[src/rtl/i2c_scl_bitsync_pkg.sv]
package i2c_scl_bitsync_pkg;

  typedef enum logic [2:0] {
    PH_IDLE = 3'd0,
    PH_LOW  = 3'd1,
    PH_MON  = 3'd2,
    PH_WAIT = 3'd3,
    PH_HIGH = 3'd4
  } phase_t;

  localparam int MON_W   = 7;
  localparam int MON_MAX = 83;

  // monitor delay in half reference periods
  function automatic logic [MON_W-1:0] mon_half(input logic [1:0] sel);
    case (sel)
      2'd0:    mon_half = 7'd15;
      2'd1:    mon_half = 7'd39;
      2'd2:    mon_half = 7'd35;
      default: mon_half = 7'd83;
    endcase
  endfunction

endpackage

[src/rtl/i2c_scl_in_sync.sv]
module i2c_scl_in_sync #(
  parameter int STAGES = 2
) (
  input  logic clk,
  input  logic rst_n,
  input  logic line_raw,
  output logic line_s
);

  logic [STAGES-1:0] chain;

  genvar g;
  generate
    for (g = 0; g < STAGES; g++) begin : g_stage
      if (g == 0) begin : g_first
        always_ff @(posedge clk or negedge rst_n) begin
          if (!rst_n) chain[g] <= 1'b1;
          else        chain[g] <= line_raw;
        end
      end else begin : g_next
        always_ff @(posedge clk or negedge rst_n) begin
          if (!rst_n) chain[g] <= 1'b1;
          else        chain[g] <= chain[g-1];
        end
      end
    end
  endgenerate

  assign line_s = chain[STAGES-1];

endmodule

[src/rtl/i2c_scl_phase_ctrl.sv]
module i2c_scl_phase_ctrl
  import i2c_scl_bitsync_pkg::*;
#(
  parameter int LOW_CYC  = 20,
  parameter int HIGH_CYC = 20,
  parameter int SYNC     = 2
) (
  input  logic       clk,
  input  logic       rst_n,
  input  logic [1:0] rate_sel,
  input  logic       run,
  input  logic       line_s,
  output logic       drive_low,
  output logic       tick
);

  localparam int M1   = (LOW_CYC > HIGH_CYC) ? LOW_CYC : HIGH_CYC;
  localparam int MAXC = (M1 > MON_MAX + SYNC) ? M1 : MON_MAX + SYNC;
  localparam int CW   = $clog2(MAXC + 1);

  phase_t           ph;
  logic [CW-1:0]    cnt;
  logic [MON_W-1:0] mon_lim;
  logic             low_end, mon_end, high_end;

  assign low_end  = (int'(cnt) == LOW_CYC - 1);
  assign mon_end  = (int'(cnt) == int'(mon_lim) + SYNC - 1);
  assign high_end = (int'(cnt) == HIGH_CYC - 1);

  always_ff @(posedge clk or negedge rst_n) begin
    if (!rst_n) begin
      ph      <= PH_IDLE;
      cnt     <= '0;
      mon_lim <= '0;
    end else begin
      case (ph)
        PH_IDLE: begin
          cnt <= '0;
          if (run) ph <= PH_LOW;
        end
        PH_LOW: begin
          if (low_end) begin
            ph      <= PH_MON;
            cnt     <= '0;
            mon_lim <= mon_half(rate_sel);
          end else cnt <= cnt + 1'b1;
        end
        PH_MON: begin
          if (mon_end) begin
            ph  <= PH_WAIT;
            cnt <= '0;
          end else cnt <= cnt + 1'b1;
        end
        PH_WAIT: begin
          cnt <= '0;
          if (line_s) ph <= PH_HIGH;
        end
        PH_HIGH: begin
          if (high_end) begin
            ph  <= run ? PH_LOW : PH_IDLE;
            cnt <= '0;
          end else cnt <= cnt + 1'b1;
        end
        default: begin
          ph  <= PH_IDLE;
          cnt <= '0;
        end
      endcase
    end
  end

  assign drive_low = (ph == PH_LOW);
  assign tick      = (ph == PH_HIGH) && high_end;


  mon_len_chk: assert property (@(posedge clk) disable iff (!rst_n)
    (ph == PH_WAIT && $past(ph) == PH_MON) |-> (int'($past(cnt)) == int'(mon_lim) + SYNC - 1));


  rate_hold_chk: assert property (@(posedge clk) disable iff (!rst_n)
    (ph == PH_WAIT || ph == PH_HIGH) |-> $stable(mon_lim));


  high_after_line_chk: assert property (@(posedge clk) disable iff (!rst_n)
    (ph == PH_HIGH && $past(ph) == PH_WAIT) |-> $past(line_s));


  tick_released_chk: assert property (@(posedge clk) disable iff (!rst_n)
    tick |-> !drive_low);


  tick_redrive_chk: assert property (@(posedge clk) disable iff (!rst_n)
    (tick && run) |=> drive_low);


  idle_quiet_chk: assert property (@(posedge clk) disable iff (!rst_n)
    (ph == PH_IDLE && !run) |=> (!drive_low && !tick));

endmodule

[src/rtl/i2c_scl_bitsync.sv]
module i2c_scl_bitsync #(
  parameter int LOW_CYC  = 20,
  parameter int HIGH_CYC = 20,
  parameter int SYNC     = 2
) (
  input  logic       clk,
  input  logic       rst_n,
  input  logic [1:0] rate_sel,
  input  logic       run,
  input  logic       scl_in,
  output logic       scl_oe,
  output logic       bit_tick
);

  logic line_s;

  i2c_scl_in_sync #(.STAGES(SYNC)) u_sync (
    .clk      (clk),
    .rst_n    (rst_n),
    .line_raw (scl_in),
    .line_s   (line_s)
  );

  i2c_scl_phase_ctrl #(
    .LOW_CYC  (LOW_CYC),
    .HIGH_CYC (HIGH_CYC),
    .SYNC     (SYNC)
  ) u_ctrl (
    .clk       (clk),
    .rst_n     (rst_n),
    .rate_sel  (rate_sel),
    .run       (run),
    .line_s    (line_s),
    .drive_low (scl_oe),
    .tick      (bit_tick)
  );

endmodule

[config.mk]
export PLATFORM = sky130hd
export DESIGN_NAME = i2c_scl_bitsync
export DESIGN_NICKNAME = d
export VERILOG_FILES = /design/src/rtl/i2c_scl_bitsync_pkg.sv /design/src/rtl/i2c_scl_in_sync.sv /design/src/rtl/i2c_scl_phase_ctrl.sv /design/src/rtl/i2c_scl_bitsync.sv
export SDC_FILE = /design/constraint.sdc
export NUM_CORES = 1
export LEC_CHECK = 0
export BUFFER_PORTS_ARGS = -buffer_cell sky130_fd_sc_hd__buf_2
export CAP_MARGIN = 20
export CORE_MARGIN = 5
export CORE_UTILIZATION = 44
export CTS_BUF_LIST = sky130_fd_sc_hd__clkbuf_16
export DETAILED_ROUTE_END_ITERATION = 6
export PLACE_DENSITY = 0.72
export SLEW_MARGIN = 20
export SYNTH_ARGS = -nofsm -noshare
export SYNTH_HDL_FRONTEND = slang
export SYNTH_SLANG_ARGS = --single-unit
[constraint.sdc]
create_clock -name clk -period 2.92 [get_ports clk]
set_input_delay 0.438 -clock clk [delete_from_list [all_inputs] [get_ports clk]]
set_output_delay 0.438 -clock clk [all_outputs]
set_load 0.02 [all_outputs]
==> After elaboration in Yosys (flattened, before gate mapping) <==
Index checks and enable logic that the tools add are counted.
{ "classes": {"add_sub_neg": 3, "n_eq_ne": 13, "muxes": 11, "reduce_logical": 6} }
{ "op_table": {"columns": ["cell", "count"], "rows": [
  ["== test 8 x 32 -> 1 bit", 1],
  ["subtractor 32 x 2 -> 32 bit, second input constant", 1],
  ["one-hot mux 7 bit (3 select lines)", 1],
  ["two-way mux 3 bit", 5],
  ["one-hot mux 3 bit (5 select lines)", 1],
  ["two-way mux 7 bit", 2],
  ["one-hot mux 7 bit (2 select lines)", 1],
  ["adder 7 x 2 -> 8 bit, second input constant", 1],
  ["adder 7 x 1 -> 7 bit, second input constant", 1],
  ["== test 7 x 6 -> 1 bit, second input constant", 1],
  ["== test 3 x 2 -> 1 bit, second input constant", 2],
  ["inequality test 2 x 1 -> 1 bit, second input constant", 3],
  ["AND reduction 5 bit", 1],
  ["inequality test 2 bit, second input constant", 2],
  ["== test 3 x 1 -> 1 bit, second input constant", 1],
  ["== test 3 bit, second input constant", 1],
  ["zero test 3 bit", 1],
  ["== test 2 x 1 -> 1 bit, second input constant", 1],
  ["== test 2 bit, second input constant", 1],
  ["zero test 2 bit", 1],
  ["AND reduction 2 bit", 1],
  ["OR reduction 2 bit", 1],
  ["logical AND 1 bit", 1],
  ["two-way mux 1 bit", 1]
]} }
{ "totals": {"regBits": 19, "output_inout_bits": 2, "elab_cells": 38} }

==> Longest topological paths before layout <==
Gate-level depths: netlist of run 1.
{ "logic_depth": {"ltp_word": 5, "ltp_mapped": 10, "depth_no_buf": 9} }

==> By module <==
From an unflattened synthesis of run 1, not the netlist that was laid out.
{ "unflattened": {"hier_cells": 98, "area_unflattened_um2": 1021.0} }
{ "modules_own_cells": {"columns": ["module", "instances", "cells_each", "area_each_um2", "seq_area_each_um2"], "rows": [
  ["i2c_scl_phase_ctrl", 1, 96, 968.4, 375.4],
  ["i2c_scl_in_sync", 1, 2, 52.6, 52.6]
]} }

==> Worst setup path before layout of run 1 <==
OpenSTA, ideal clock, no wires.
{ "synth_path": {"path_kind": "register to output", "start": "register u_ctrl.cnt[0]", "end": "output port bit_tick", "t_arrival_ps": 1723, "slack_ps": 759, "path_stages_with_launch": 5, "path_buffers": 0, "path_cell_list": "dfrtp_1 ha_1 or4b_1 nor3b_4 and3_1"} }
{ "synth_between": {"elab_chain_len": 2} }
{ "synth_lines": {"columns": ["item", "line", "rtl"], "rows": [
  ["from (decl)", "i2c_scl_phase_ctrl.sv:22", "logic [CW-1:0] cnt;"],
  ["from (signal assigned)", "i2c_scl_phase_ctrl.sv:46", "end else cnt <= cnt + 1'b1;"],
  ["from (signal assigned)", "i2c_scl_phase_ctrl.sv:52", "end else cnt <= cnt + 1'b1;"],
  ["from (signal assigned)", "i2c_scl_phase_ctrl.sv:62", "end else cnt <= cnt + 1'b1;"],
  ["== test 7 x 6 -> 1 bit", "i2c_scl_phase_ctrl.sv:28", "assign high_end = (int'(cnt) == HIGH_CYC - 1);"],
  ["logical AND 1 bit", "i2c_scl_phase_ctrl.sv:73", "assign tick = (ph == PH_HIGH) && high_end;"],
  ["to (decl)", "i2c_scl_bitsync.sv:12", "output logic bit_tick"]
]} }
No other way between the ends.

==> Worst setup path after layout of run 1 <==
Ends and elaborated chain as after synthesis.

==> flow_metrics.env, run 1 <==
export IMPL_async_flop_share_pct=100
export IMPL_ys_warnings_count=0
export IMPL_synth_top_cell_area_share_pct=33.4
export IMPL_synth_commonest_cells="15 x dfrtp_1, 15 x nand2_1, 12 x nor2_1"
export IMPL_rsz0062_at_grt="no"
export IMPL_synthFlopType="dfrtp_1"
export IMPL_relSlewSlack_pct=45.1
export IMPL_fillCellCount=229
export IMPL_track_usage_pct=14.0
export IMPL_r2r_cells=9
export IMPL_h_tree_depth=1
export IMPL_first_iter_violations=26
export IMPL_io_pins=8
export IMPL_cp_slowest_cell="or4b_1"
export IMPL_criticalPathCategory="register to output port"
export IMPL_rows=18
export IMPL_synth_cell_types=38
export IMPL_peakVddDrop_v=0.000462
export IMPL_crit_chain="ha_1 -> or4b_1 -> nor3b_4 -> and3_1 -> buf_2"
export IMPL_cpPeakStageDelay_ns=0.51
export IMPL_hold_viol=0
export IMPL_grt_pass1_vias=873
export IMPL_period_needed_ns=2.63
export IMPL_outcome="completed"
export IMPL_utilization_pct=50.8
export IMPL_arrival_ns=2.19
export IMPL_numCtsBuffers=3
export IMPL_power_frac_seq_pct=39.5
export IMPL_path_delay_family="simple AND/OR/NAND/NOR gates"
export IMPL_clock_sinks=17
export IMPL_num_nets_final=142
export IMPL_hp_class="primary input to async pin"
export IMPL_tns_ns=0
export IMPL_viasPerCell=5.71
export IMPL_cts_setup_buffers=0
export IMPL_setup_violations=0
export IMPL_skew_ns=0.00212
export IMPL_critPathLaunchType="register"
export IMPL_antenna_found_initial=0
export IMPL_drt_pass1_iterations=4
export IMPL_synthCells=124
export IMPL_clkTransAtPathRegs_ns=0.05
export IMPL_leakagePower_nw=0.566
export IMPL_diodes=0
export IMPL_r2r_start="u_ctrl.mon_lim[1]"
export IMPL_cellPowerDensity_mw_per_mm2=883
export IMPL_netlist_area_sq_mm=0.00112
export IMPL_fmax_mhz=380
export IMPL_r2r_end="u_ctrl.cnt[0]"
export IMPL_drv_cap=0
export IMPL_grt_max_degree=18
export IMPL_post_drt_wl_per_cell_microns=14.0
export IMPL_end_kind="output port"
export IMPL_switching_share_pct=37.4
export IMPL_io_buffers=7
export IMPL_grt_overflow_total=0
export IMPL_vias=902
export IMPL_gp_congestion=0.883
export IMPL_avgSynthCellArea_sq_um=9.07
export IMPL_syn_to_final_growth_pct=10.8
export IMPL_tightest_slew_ns=0.822
export IMPL_seq_area_frac_synth_pct=38.0
export IMPL_finalCritPeriodShare_pct=90.2
export IMPL_cts_hold_buffers=0
export IMPL_fp_coreArea_sq_mm=0.00245
export IMPL_crit_cells=5
export IMPL_pwr_share_clk_pct=24.2
export IMPL_synth_edf_count=0
export IMPL_dp_hpwl_mm=1.64
export IMPL_drive_gt1_share_pct=10.9
export IMPL_die_x_microns=60.6
export IMPL_grt_pass1_wl_mm=3.82
export IMPL_start_util_pct=45.8
export IMPL_cp_num_buf_inv=1
export IMPL_clockBufferDepth=2
export IMPL_startpoint="u_ctrl.cnt[0]"
export IMPL_worstPathMaxFanout=9
export IMPL_clock_latency_ns=0.25
export IMPL_p_sw_mw=0.411
export IMPL_synth_area_top_cells="dfrtp_1 33%, ha_1 7.8%, xnor2_1 5.5%"
export IMPL_ff2ff_setup_slack_ns=0.42
export IMPL_cts_root_buf="clkbuf_16"
export IMPL_die_area_sq_mm=0.00367
export IMPL_ant_nets=0
export IMPL_ys_ff_latch=17
export IMPL_cts_resized_gates=0
export IMPL_drv_slew=0
export IMPL_die_height_microns=60.6
export IMPL_cp_required_ns=2.48
export IMPL_cts_tree="done"
export IMPL_internal_power_mw=0.690
export IMPL_drc=0
export IMPL_timing_critical_path_to="bit_tick"
export IMPL_wirelength_mm=2.21
export IMPL_synth_largest_area_cell="dfrtp_1"
export IMPL_p_comb_share_pct=36.3
export IMPL_synth_fp_nets=137
-- worst min path at each step --
stage	endpoint	slack (ns)	cells past startpoint
final	u_ctrl.mon_lim[4]	0.10	1
after global routing	u_ctrl.cnt[3]	0.13	1
after CTS	u_ctrl.cnt[3]	0.12	1
after detailed placement	u_sync.line_s	0.35	0
after global placement	u_sync.line_s	0.35	0
after floorplan	u_ctrl.cnt[0]	0.14	0
-- kinds of logic (layout without fill, tap and decap cells) --
group	count (synthesis)	count (layout)	synth area share, %
AND/OR/NAND/NOR	54	54	25.8
flip-flops	17	17	38.0
AO/OA/AOI/OAI	19	19	11.7
XOR/XNOR	12	12	9.34
buffers and inverters	12	16	4.34
multiplexers	3	3	3.00
adder cells (fa/ha/maj)	7	7	7.79
-- layout make-up --
cell class / instances / area (sq um) / area share [%]
multi-input cells: 95 / 648 / 52.0
flip-flops and latches: 17 / 428 / 34.3
clock buffers: 3 / 75.1 / 6.02
well taps: 30 / 37.5 / 3.01
repair buffers: 7 / 35.0 / 2.81
inverters: 5 / 18.8 / 1.51
clock inverters: 1 / 3.75 / 0.301
-- flip-flops by register name (all words and copies together) (netlist names) --
register and flops:
u_ctrl.cnt 7, u_ctrl.mon_lim 5, u_ctrl.ph 3, u_sync.chain 1, u_sync.line_s 1
-- cell usage in the layout, fill, tap and decap left out, types with 2 or more instances in the layout --
| cell | netlist | final |
|---|---|---|
| nand2_1 | 15 | 15 |
| dfrtp_1 | 15 | 15 |
| nor2_1 | 12 | 12 |
| nand3_1 | 7 | 7 |
| xnor2_1 | 7 | 7 |
| ha_1 | 7 | 7 |
| buf_2 | 0 | 7 |
| inv_1 | 5 | 6 |
| a21oi_1 | 5 | 5 |
| xor2_1 | 5 | 5 |
| and3_1 | 3 | 3 |
| nand4_1 | 3 | 3 |
| mux2_1 | 3 | 3 |
| clkbuf_16 | 0 | 3 |
| nor3_1 | 2 | 2 |
| o32ai_1 | 2 | 2 |
| a211o_1 | 2 | 2 |
| o22ai_1 | 2 | 2 |
| o21ai_1 | 2 | 2 |
| dfstp_2 | 2 | 2 |
-- through the flow --
stage / cells / total power [mW] / cell area, sq um / setup slack, ns / hold slack [ns]
global route: 158 / 1.18 / 1250 / 0.178 / 0.133
detailed placement: 154 / 0.833 / 1170 / 0.422 / 0.349
finish: 158 / 1.10 / 1250 / 0.287 / 0.101
global placement: 154 / 0.809 / 1170 / 0.560 / 0.348
CTS: 158 / 1.11 / 1250 / 0.295 / 0.118
floorplan: 124 / 0.745 / 1120 / 0.759 / 0.142
-- worst reg2reg max path, cell delays in order, from the launching register on --
cell and delay, ns:
dfrtp_1 0.52, ha_1 0.29, and2_1 0.19, nand3_1 0.09, ha_1 0.23, nor2_1 0.10
nand4_1 0.10, nor4b_1 0.38, and4bb_1 0.40, nor3b_1 0.09
-- per-layer routing --
layer,vias up,part of all wire (%),track usage [%]
li1,444,-,-
met1,428,43,17.8
met2,26,50,23.1
met3,4,4.4,2.55
met4,0,1.8,6.81
met5,-,0,0
-- power groups by stage --
stage          Sequential [mW]  Combinational, mW  Clock (mW)
3_3_place_gp             0.424              0.385           0
5_1_grt                  0.451              0.450       0.281
3_5_place_dp             0.434              0.399           0
2_1_floorplan            0.355              0.390           0
6_report                 0.435              0.400       0.266
4_1_cts                  0.432              0.401       0.272
No activity file was read; power rests on OpenSTA's default activity.
==> run 2, diff against run 1 <==
- ABC_AREA: default -> 1
==> run 2 against run 1 <==
- via count up 11%
- die area rose by 6.4%
- first-iteration DRC count grew 42%
- sequential share of layout area is 3.0 points lower
- area after synthesis grew 7.7%
- clock skew decreased by 0.00070 ns
==> flow_metrics.env, run 2 <==
export IMPL_outcome="completed"
export IMPL_ys_ff_latch=17
export IMPL_start_util_pct=45.1
export IMPL_drc=0
export IMPL_die_x_microns=62.5
export IMPL_antenna_found_initial=0
export IMPL_cts_setup_buffers=0
export IMPL_skew_ns=0.00142
export IMPL_drv_cap=0
export IMPL_synth_area_top_cells="dfrtp_1 31%, nand2_1 11%, ha_1 7.2%"
export IMPL_h_tree_depth=1
export IMPL_r2r_cells=19
export IMPL_regMostFlops="u_ctrl.cnt"
export IMPL_clkTransAtPathRegs_ns=0.05
export IMPL_fp_coreArea_sq_mm=0.00269
export IMPL_tightest_slew_ns=0.405
export IMPL_netlist_area_sq_mm=0.00121
export IMPL_multi_input_area_sq_um=674
export IMPL_largest_reg_flops=7
export IMPL_relSlewSlack_pct=72.9
export IMPL_fillCellCount=257
export IMPL_viasPerCell=5.03
export IMPL_synth_commonest_cells="35 x nand2_1, 22 x inv_1, 15 x dfrtp_1, 14 x nand3_1, 12 x nor2_1"
export IMPL_final_common_cell="nand2_1"
export IMPL_timing_final_ws_setup_ns=0.372
export IMPL_synth_largest_area_cell="dfrtp_1"
export IMPL_clock_latency_ns=0.25
export IMPL_cp_required_ns=3.05
export IMPL_reg_top3="u_ctrl.cnt x7, u_ctrl.mon_lim x5, u_ctrl.ph x3"
export IMPL_pwr_share_clk_pct=27.7
export IMPL_cts_hold_buffers=0
export IMPL_place_ws_ns=0.396
export IMPL_ys_warnings_count=0
export IMPL_gp_congestion=0.814
export IMPL_r2r_end="u_ctrl.cnt[3]"
export IMPL_finish_instance_area_sq_mm=0.00136
export IMPL_synthFlopType="dfrtp_1"
export IMPL_grt_pass1_wl_mm=4.12
export IMPL_startpoint="u_ctrl.mon_lim[1]"
export IMPL_tns_ns=0
export IMPL_leakagePower_nw=0.655
export IMPL_cts_resized_gates=0
export IMPL_arrival_ns=2.68
export IMPL_hold_viol=0
export IMPL_p_sw_mw=0.373
export IMPL_wirelength_mm=2.23
export IMPL_end_kind="register"
export IMPL_io_pins=8
export IMPL_internal_power_mw=0.592
export IMPL_ff2ff_setup_slack_ns=0.37
export IMPL_clock_sinks=17
export IMPL_io_buffers=7
export IMPL_ant_nets=0
export IMPL_diodes=0
export IMPL_first_iter_violations=37
export IMPL_switching_share_pct=38.6
export IMPL_post_drt_wl_per_cell_microns=11.1
export IMPL_ff_latch_area_sq_um=428
export IMPL_fmax_mhz=392
export IMPL_synth_top_cell_area_share_pct=31.0
export IMPL_drv_slew=0
export IMPL_vias=1005
export IMPL_num_nets_final=183
export IMPL_async_flop_share_pct=100
export IMPL_p_comb_share_pct=39.0
export IMPL_syn_to_final_growth_pct=12.6
export IMPL_final_cell_mix="35 x nand2_1, 23 x inv_1, 15 x dfrtp_1, 14 x nand3_1, 12 x nor2_1"
export IMPL_numCtsBuffers=3
export IMPL_drive_gt1_share_pct=22.5
export IMPL_critPathLaunchType="register"
export IMPL_synth_most_common_cell="nand2_1"
export IMPL_p_total_mw=0.965
export IMPL_placed_cell_area_sq_mm=0.00128
export IMPL_cellPowerDensity_mw_per_mm2=708
export IMPL_track_usage_pct=12.7
export IMPL_synth_cell_types=28
export IMPL_r2r_start="u_ctrl.mon_lim[1]"
export IMPL_drt_pass1_iterations=5
export IMPL_peakVddDrop_v=0.000624
export IMPL_synth_edf_count=0
export IMPL_grt_overflow_total=0
export IMPL_dp_hpwl_mm=1.72
export IMPL_grt_pass1_vias=983
export IMPL_clockBufferDepth=2
export IMPL_power_frac_seq_pct=33.3
export IMPL_die_height_microns=62.5
export IMPL_criticalPathCategory="register to register"
export IMPL_setup_violations=0
export IMPL_seq_area_frac_synth_pct=35.3
export IMPL_cts_root_buf="clkbuf_16"
export IMPL_grt_max_degree=18
export IMPL_hp_class="primary input to async pin"
export IMPL_cts_tree="done"
export IMPL_die_area_sq_mm=0.00390
export IMPL_avgSynthCellArea_sq_um=7.67
export IMPL_rows=19
export IMPL_finalCritPeriodShare_pct=87.3
export IMPL_rsz0062_at_grt="no"
export IMPL_worstPathMaxFanout=7
export IMPL_synth_fp_nets=171
export IMPL_period_needed_ns=2.55
export IMPL_synthCells=158
run 2: changes by cell type in the layout (fill, tap and decap cells not counted), moves of 3 or more:
| cell | change |
|---|---|
| mux2_1 | -3 |
| a21oi_1 | -4 |
| inv_2 | +7 |
| nor3_1 | +3 |
| nand2_1 | +20 |
| xnor2_1 | -5 |
| and3_1 | -3 |
| o21ai_0 | +3 |
| nor2_2 | +8 |
| inv_1 | +17 |
| nand3_1 | +7 |
run 2: power by group through the flow:
stage,sequential (mW),clock (mW),combinational [mW]
6_report,0.321,0.268,0.376
5_1_grt,0.328,0.285,0.428
4_1_cts,0.321,0.275,0.380
3_5_place_dp,0.324,0,0.377
3_3_place_gp,0.322,0,0.364
2_1_floorplan,0.314,0,0.313
run 2: worst max path at each step:
stage                          to  slack [ns]
floorplan           u_ctrl.cnt[2]        0.63
global placement    u_ctrl.cnt[3]        0.49
detailed placement  u_ctrl.cnt[3]        0.40
CTS                 u_ctrl.cnt[3]        0.39
global route        u_ctrl.cnt[3]        0.09
finish              u_ctrl.cnt[3]        0.37
run 2: metrics by stage:
stage | instances | hold slack (ns) | util [%]
global route | 200 | 0.147 | 50.8
detailed placement | 196 | 0.350 | 47.8
CTS | 200 | 0.128 | 50.8
floorplan | 158 | 0.142 | -
finish | 200 | 0.112 | 50.8
global placement | 196 | 0.346 | 47.8
run 2: routing by layer:
layer / track usage, % / wire length, microns / vias up
met3: 2.34 / 64 / 4
li1: - / - / 521
met4: 5.31 / 37 / 0
met1: 16.6 / 1090 / 458
met5: 0 / 0 / -
met2: 20.3 / 1040 / 22
run 2: critical path, stage by stage, from the launching register on:
cell	delay, ns
dfrtp_1	0.43
ha_1	0.26
inv_1	0.09
nand2_1	0.09
nand2_1	0.07
nand3_1	0.09
inv_1	0.06
nand2_1	0.06
nor2_1	0.04
ha_1	0.26
nor3b_1	0.18
nand3_1	0.10
nor2_1	0.10
nand2_1	0.06
nor2_2	0.09
nand3_2	0.09
nand2_4	0.09
nand2_4	0.07
nor2_8	0.16
nor2_2	0.05
run 2: logic make-up (layout without fill, tap and decap cells):
kind of cell / count (synthesis) / after routing / synth area share [%]
adders and majority gates: 7 / 7 / 7.23
xor gates and xnor gates: 6 / 6 / 4.34
AOI/OAI and AO/OA: 7 / 7 / 3.10
DFF: 17 / 17 / 35.3
buffers and inverters: 29 / 40 / 8.99
and+or+nand+nor: 92 / 92 / 41.0
run 2: cell type report:
type                            instances  area share (%)
Multi-Input combinational cell        112            49.4
Sequential cell                        17            31.4
Inverter                               29            7.98
Clock buffer                            3            5.50
Tap cell                               31            2.84
Timing Repair Buffer                    7            2.57
Clock inverter                          1           0.275
